<file path="config.mk">
export PLATFORM = sky130hd
export DESIGN_NAME = ascii_adj_unit
export DESIGN_NICKNAME = d
export VERILOG_FILES = /design/src/rtl/adj_pkg.sv /design/src/rtl/adj_divider.sv /design/src/rtl/adj_mac.sv /design/src/rtl/adj_flags.sv /design/src/rtl/ascii_adj_unit.sv
export SDC_FILE = /design/constraint.sdc
export NUM_CORES = 1
export LEC_CHECK = 0
export BUFFER_PORTS_ARGS = -buffer_cell sky130_fd_sc_hd__buf_2
export CELL_PAD_IN_SITES_DETAIL_PLACEMENT = 1
export CELL_PAD_IN_SITES_GLOBAL_PLACEMENT = 1
export CORE_MARGIN = 2
export CORE_UTILIZATION = 40
export CTS_BUF_LIST = sky130_fd_sc_hd__clkbuf_16
export DETAILED_ROUTE_END_ITERATION = 8
export GPL_ROUTABILITY_DRIVEN = 0
export MAX_ROUTING_LAYER = met4
export PLACE_DENSITY = 0.81
export SLEW_MARGIN = 5
export SYNTH_ARGS = -nofsm -noshare
export SYNTH_HDL_FRONTEND = slang
export SYNTH_SLANG_ARGS = --single-unit
</file>
<file path="constraint.sdc">
create_clock -name clk -period 4.8 [get_ports clk]
set_input_delay 0.24 -clock clk [delete_from_list [all_inputs] [get_ports clk]]
set_output_delay 0.24 -clock clk [all_outputs]
set_load 0.005 [all_outputs]
</file>
<file path="src/rtl/adj_pkg.sv">
package adj_pkg;
  localparam logic [7:0] OPC_MUL_ADJ = 8'hD4;
  localparam logic [7:0] OPC_DIV_ADJ = 8'hD5;

  typedef enum logic [1:0] {
    ST_IDLE = 2'd0,
    ST_DIV  = 2'd1,
    ST_FIN  = 2'd2
  } adj_state_t;
endpackage

</file>
<file path="src/rtl/adj_divider.sv">
// Restoring divider: one quotient bit per clock, fin pulses after the last bit.
module adj_divider #(
  parameter int DATA_W = 8
) (
  input  logic              clk,
  input  logic              rst,
  input  logic              start,
  input  logic [DATA_W-1:0] dividend,
  input  logic [DATA_W-1:0] divisor,
  output logic [DATA_W-1:0] quotient,
  output logic [DATA_W-1:0] remainder,
  output logic              fin
);
  localparam int CNT_W = $clog2(DATA_W + 1);
  localparam logic [CNT_W-1:0] LAST = CNT_W'(DATA_W - 1);

  logic              run_q;
  logic [CNT_W-1:0]  cnt_q;
  logic [DATA_W-1:0] dsr_q;
  logic [DATA_W:0]   shifted;
  logic [DATA_W:0]   trial;

  assign shifted = {remainder, quotient[DATA_W-1]};
  assign trial   = shifted - {1'b0, dsr_q};

  always_ff @(posedge clk) begin
    if (rst) begin
      run_q     <= 1'b0;
      cnt_q     <= '0;
      dsr_q     <= '0;
      quotient  <= '0;
      remainder <= '0;
      fin       <= 1'b0;
    end else begin
      fin <= 1'b0;
      if (start) begin
        run_q     <= 1'b1;
        cnt_q     <= '0;
        dsr_q     <= divisor;
        quotient  <= dividend;
        remainder <= '0;
      end else if (run_q) begin
        if (trial[DATA_W]) begin
          remainder <= shifted[DATA_W-1:0];
          quotient  <= {quotient[DATA_W-2:0], 1'b0};
        end else begin
          remainder <= trial[DATA_W-1:0];
          quotient  <= {quotient[DATA_W-2:0], 1'b1};
        end
        cnt_q <= cnt_q + 1'b1;
        if (cnt_q == LAST) begin
          run_q <= 1'b0;
          fin   <= 1'b1;
        end
      end
    end
  end
endmodule

</file>
<file path="src/rtl/adj_mac.sv">
// Multiply-accumulate for the divide-adjust form; variant picks the base source.
module adj_mac #(
  parameter int DATA_W    = 8,
  parameter bit FIXED_TEN = 1'b0
) (
  input  logic [DATA_W-1:0] base_imm,
  input  logic [DATA_W-1:0] hi,
  input  logic [DATA_W-1:0] lo,
  output logic [DATA_W-1:0] res
);
  logic [DATA_W-1:0]   base;
  logic [2*DATA_W-1:0] full;

  generate
    if (FIXED_TEN) begin : g_ten
      assign base = DATA_W'(10);
    end else begin : g_imm
      assign base = base_imm;
    end
  endgenerate

  assign full = ({{DATA_W{1'b0}}, hi} * {{DATA_W{1'b0}}, base})
              + {{DATA_W{1'b0}}, lo};
  assign res  = full[DATA_W-1:0];
endmodule

</file>
<file path="src/rtl/adj_flags.sv">
module adj_flags #(
  parameter int DATA_W = 8
) (
  input  logic [DATA_W-1:0] val,
  output logic              sign,
  output logic              zero,
  output logic              par_even
);
  assign sign     = val[DATA_W-1];
  assign zero     = (val == '0);
  assign par_even = ~^val;
endmodule

</file>
<file path="src/rtl/ascii_adj_unit.sv">
module ascii_adj_unit
  import adj_pkg::*;
#(
  parameter int DATA_W    = 8,
  parameter bit FIXED_TEN = 1'b0
) (
  input  logic              clk,
  input  logic              rst,
  input  logic              req_valid,
  input  logic [7:0]        req_opcode,
  input  logic [DATA_W-1:0] req_imm,
  input  logic [DATA_W-1:0] req_ah,
  input  logic [DATA_W-1:0] req_al,
  output logic              busy,
  output logic              done,
  output logic              div_err,
  output logic [DATA_W-1:0] ah_out,
  output logic [DATA_W-1:0] al_out,
  output logic              sf,
  output logic              zf,
  output logic              pf
);
  adj_state_t state_q;
  logic is_mul, is_dadj, accept, zero_imm;
  logic zero_q;
  logic [DATA_W-1:0] ah_q, al_q, imm_q;
  logic [DATA_W-1:0] quo, rem, mac_res;
  logic fin;
  logic wr_en;
  logic [DATA_W-1:0] ah_nxt, al_nxt;
  logic sf_n, zf_n, pf_n;

  assign is_mul   = (req_opcode == OPC_MUL_ADJ);
  assign is_dadj  = (req_opcode == OPC_DIV_ADJ);
  assign zero_imm = (req_imm == '0);
  assign accept   = req_valid && (state_q == ST_IDLE) && (is_mul || is_dadj);
  assign busy     = (state_q != ST_IDLE);

  adj_divider #(.DATA_W(DATA_W)) u_div (
    .clk(clk), .rst(rst),
    .start(accept && is_mul && !zero_imm),
    .dividend(req_al), .divisor(req_imm),
    .quotient(quo), .remainder(rem), .fin(fin)
  );

  adj_mac #(.DATA_W(DATA_W), .FIXED_TEN(FIXED_TEN)) u_mac (
    .base_imm(imm_q), .hi(ah_q), .lo(al_q), .res(mac_res)
  );

  always_comb begin
    wr_en  = 1'b0;
    ah_nxt = ah_out;
    al_nxt = al_out;
    case (state_q)
      ST_DIV: begin
        if (fin) begin
          wr_en  = 1'b1;
          ah_nxt = quo;
          al_nxt = rem;
        end
      end
      ST_FIN: begin
        wr_en = 1'b1;
        if (zero_q) begin
          ah_nxt = ah_q;
          al_nxt = al_q;
        end else begin
          ah_nxt = '0;
          al_nxt = mac_res;
        end
      end
      default: ;
    endcase
  end

  adj_flags #(.DATA_W(DATA_W)) u_flags (
    .val(al_nxt), .sign(sf_n), .zero(zf_n), .par_even(pf_n)
  );

  always_ff @(posedge clk) begin
    if (rst) begin
      state_q <= ST_IDLE;
      zero_q  <= 1'b0;
      ah_q    <= '0;
      al_q    <= '0;
      imm_q   <= '0;
      done    <= 1'b0;
      div_err <= 1'b0;
      ah_out  <= '0;
      al_out  <= '0;
      sf      <= 1'b0;
      zf      <= 1'b0;
      pf      <= 1'b0;
    end else begin
      done    <= 1'b0;
      div_err <= 1'b0;
      case (state_q)
        ST_IDLE: begin
          if (accept) begin
            ah_q    <= req_ah;
            al_q    <= req_al;
            imm_q   <= req_imm;
            zero_q  <= is_mul && zero_imm;
            state_q <= (is_mul && !zero_imm) ? ST_DIV : ST_FIN;
          end
        end
        ST_DIV: if (fin) state_q <= ST_IDLE;
        ST_FIN: begin
          state_q <= ST_IDLE;
          div_err <= zero_q;
        end
        default: state_q <= ST_IDLE;
      endcase
      if (wr_en) begin
        ah_out <= ah_nxt;
        al_out <= al_nxt;
        sf     <= sf_n;
        zf     <= zf_n;
        pf     <= pf_n;
        done   <= 1'b1;
      end
    end
  end
endmodule

</file>
==> impl_metrics.csv <==
group,metric,value,unit
synth,postSynthCellCount,584,
worst_setup_path,crit_family,"adder cells",
worst_setup_path,reg2reg_slack,0.15,ns
detailed_routing,ant_nets,0,
clock_tree,clockBufferDepth,2,
global_route,grt_use_total,0.241,
timing,hold_viol,0,
worst_setup_path,path_cells,"buf_4 -> nand2_1 -> fa_2 -> fa_1 -> inv_1 -> fa_1 -> inv_1 -> fa_1 -> xnor2_2 -> xnor2_1 -> xnor2_1 -> xnor2_2 -> nor3_2 -> a21oi_2 -> a31o_2 -> ha_4 -> xnor2_2 -> xnor2_1 -> nand2_1 -> a21oi_1",
finish,fin_nets,723,
synth,synth_area,4870,µm²
clock_tree,cts_buffers,9,
clock_tree,htree_levels,3,
timing,tightest_slew,1.17,ns
worst_setup_path,slowest_stage,"fa_1",
clock_tree,clk_pin_slew,0.06,ns
min_path,worstHoldPathType,"in -> reg",
synth,yosysWarnings,0,
timing,maxSlewViolCount,0,
global_route,antenna_found_initial,0,
synth,synth_edf_count,0,
job,cap_violations,0,
detailed_routing,vias_per_cell,5.46,
global_route,grt-ovfl-total,0,
min_path,min_from,"req_ah[7]",
run_status,status,"finished clean",
worst_setup_path,worstSetupPathType,"reg -> reg",
timing,relSlewSlack,0.219,
synth,synth_top_area_frac,0.316,
synth,synthFlopType,"dfxtp_1",
synth,synthTopCellsByCount,"89 x nand2_1, 77 x dfxtp_1, 62 x nor2_1, 51 x inv_1",
detailed_routing,wire_per_inst,18.6,µm
die,chipHeight,114,µm
timing,finalClockSkew,0.00652,ns
die,fp.dieW,114,µm
clock_tree,cts_hold_buf,0,
clock_tree,clock-sinks,77,
die,core_region_area,12000,µm²
clock_tree,cts_tree,"built",
timing,fin_crit_sh,0.968,
finish,n_antenna_cell,0,
timing,finalSetupViolCount,0,
synth,synth_area_leader_cell,"dfxtp_1",
synth,ys_seq_area_frac,0.316,
worst_setup_path,critPathCaptureType,"flop",
worst_setup_path,cp_max_fo,5,
detailed_routing,vias,4301,
finish,layout-drive-gt1-share,0.212,
finish,syn_to_final_growth,17.8,%
placement,portBuffers,56,
worst_setup_path,ff2ff_path_depth,20,
finish,fin_util,0.480,
worst_setup_path,r2r_end,"pf$_SDFFE_PP0P_",
die,fp-row-count,40,
timing,period_minus_slack,4.65,ns
synth,async_flop_share,0,
global_route,grt_max_degree,66,
global_route,grt_pass1_wl,23400,µm
global_route,grt_pass1_vias,4533,
pwr,pwr_density_cell,237,nW/µm²
synth,synth_seq_cells,77,
synth,synth_most_common_cell,"nand2_1",
timing,max_freq,0.215,GHz
clock_tree,clk_latency,0.35,ns
min_path,holdPathStages,3,
min_path,min_to,"ah_q[7]$_SDFFE_PP0P_",
placement,hpwl,10600,µm
detailed_routing,drt-pass1-iter-count,4,
placement,place_area,5300,µm²
synth,synth_area_leaders,"dfxtp_1 32%, ha_1 8.5%, fa_1 7.8%, nand2_1 6.9%, nor2_1 4.8%",
synth,yosysUniqueCellTypes,53,
die,io_pins,57,
synth,syn_nets,671,
pwr,leakage,2.39,nW
worst_setup_path,arrival,4.93,ns
worst_setup_path,worstPathRequired,5.08,ns
synth,syn_area_per_cell,8.34,µm²
worst_setup_path,path_buf_inv,3,
worst_setup_path,rr_startpoint,"ah_q[3]$_SDFFE_PP0P_",
worst_setup_path,crit_path_max_incr_delay,0.58,ns
die,die-area,13100,µm²
detailed_routing,drt_iter0_drc,165,
detailed_routing,drc,0,
die,start_util,0.407,
pwr,vdd_drop_max,0.000106,V
detailed_routing,totalWireLength,14600,µm
clock_tree,root_buffer,"clkbuf_16",
finish,design_area,5740,µm²
worst_setup_path,worst_setup_path_start_kind,"flop",
==> flip-flops by register name, summed over array words and instances, names as in the netlist <==
name	count
ah_out	8
ah_q	8
al_out	8
al_q	8
div_err	1
done	1
imm_q	8
pf	1
state_q	2
u_div.cnt_q	4
u_div.dsr_q	8
u_div.fin	1
u_div.quotient	8
u_div.remainder	8
u_div.run_q	1
zero_q	1
zf	1
==> through the flow <==
step	instances	setup WS, ns	power, mW	hold WS [ns]	TNS [ns]
after CTS	785	0.00305	1.37	0.123	0
after floorplan	584	0.311	0.675	0.376	0
final	788	0.151	1.36	0.135	0
after detailed placement	769	-0.0458	0.700	0.451	-0.0458
after global routing	788	-0.122	1.41	0.140	-0.122
after global placement	769	0.0925	0.698	0.450	0
==> cell type report <==
class	count	area (µm²)
clock buffers	9	225
clock inverters	7	58.8
fillers	1437	6220
inverters	51	191
multi-input cells	422	3090
flip-flops and latches	77	1570
well taps	147	184
repair buffers	75	427
==> placed cells by master (no fill, tap or decap), drive strengths merged, types with 19 or more instances in the layout <==
cell type   n
mux2i      22
nor2       63
a211oi     19
fa         19
a21oi      33
nand2      89
inv        53
xnor2      23
ha         33
dfxtp      77
buf        75
==> cell families after synthesis <==
| logic type | share of synthesized area |
|---|---|
| DFF | 0.316 |
| AOI/OAI and AO/OA | 0.136 |
| muxes | 0.0614 |
| buffers and inverters | 0.0716 |
| and+or+nand+nor | 0.201 |
| adders and majority gates | 0.163 |
| xor gates and xnor gates | 0.0503 |
==> tightest hold or removal path, cell delays in order <==
cell	delay, ns
buf_2	0.09
nand2_1	0.05
a21oi_1	0.05
==> what timing repair did <==
item	in CTS	in global routing
buffers inserted	0	3
setup endpoints to repair	1	2
pin swaps	0	17
resized for setup	5	34
endpoints found under the hold margin	0	0
==> where the power goes <==
part           switching, mW  internal [mW]  total [mW]
clock network          0.283          0.395       0.679
registers            0.00116          0.638       0.639
logic                 0.0281         0.0173      0.0453
total                  0.312           1.05        1.36
==> worst max path at each step <==
stage	from	slack [ns]	cells past startpoint	to
6_report	ah_q[3]$_SDFFE_PP0P_	0.15	20	pf$_SDFFE_PP0P_
5_1_grt	ah_q[3]$_SDFFE_PP0P_	-0.12	20	pf$_SDFFE_PP0P_
4_1_cts	ah_q[3]$_SDFFE_PP0P_	0.003	20	pf$_SDFFE_PP0P_
3_5_place_dp	ah_q[3]$_SDFFE_PP0P_	-0.05	24	pf$_SDFFE_PP0P_
3_3_place_gp	ah_q[3]$_SDFFE_PP0P_	0.09	20	pf$_SDFFE_PP0P_
2_1_floorplan	imm_q[1]$_SDFFE_PP0P_	0.31	21	pf$_SDFFE_PP0P_
==> routing by layer <==
metal,up-vias,GRT usage,share of wire
li1,2058,-,-
met1,2150,0.286,0.44
met2,63,0.405,0.50
met3,30,0.0402,0.025
met4,0,0.106,0.028
met5,-,-,0
Power figures use the tool's default switching activity.
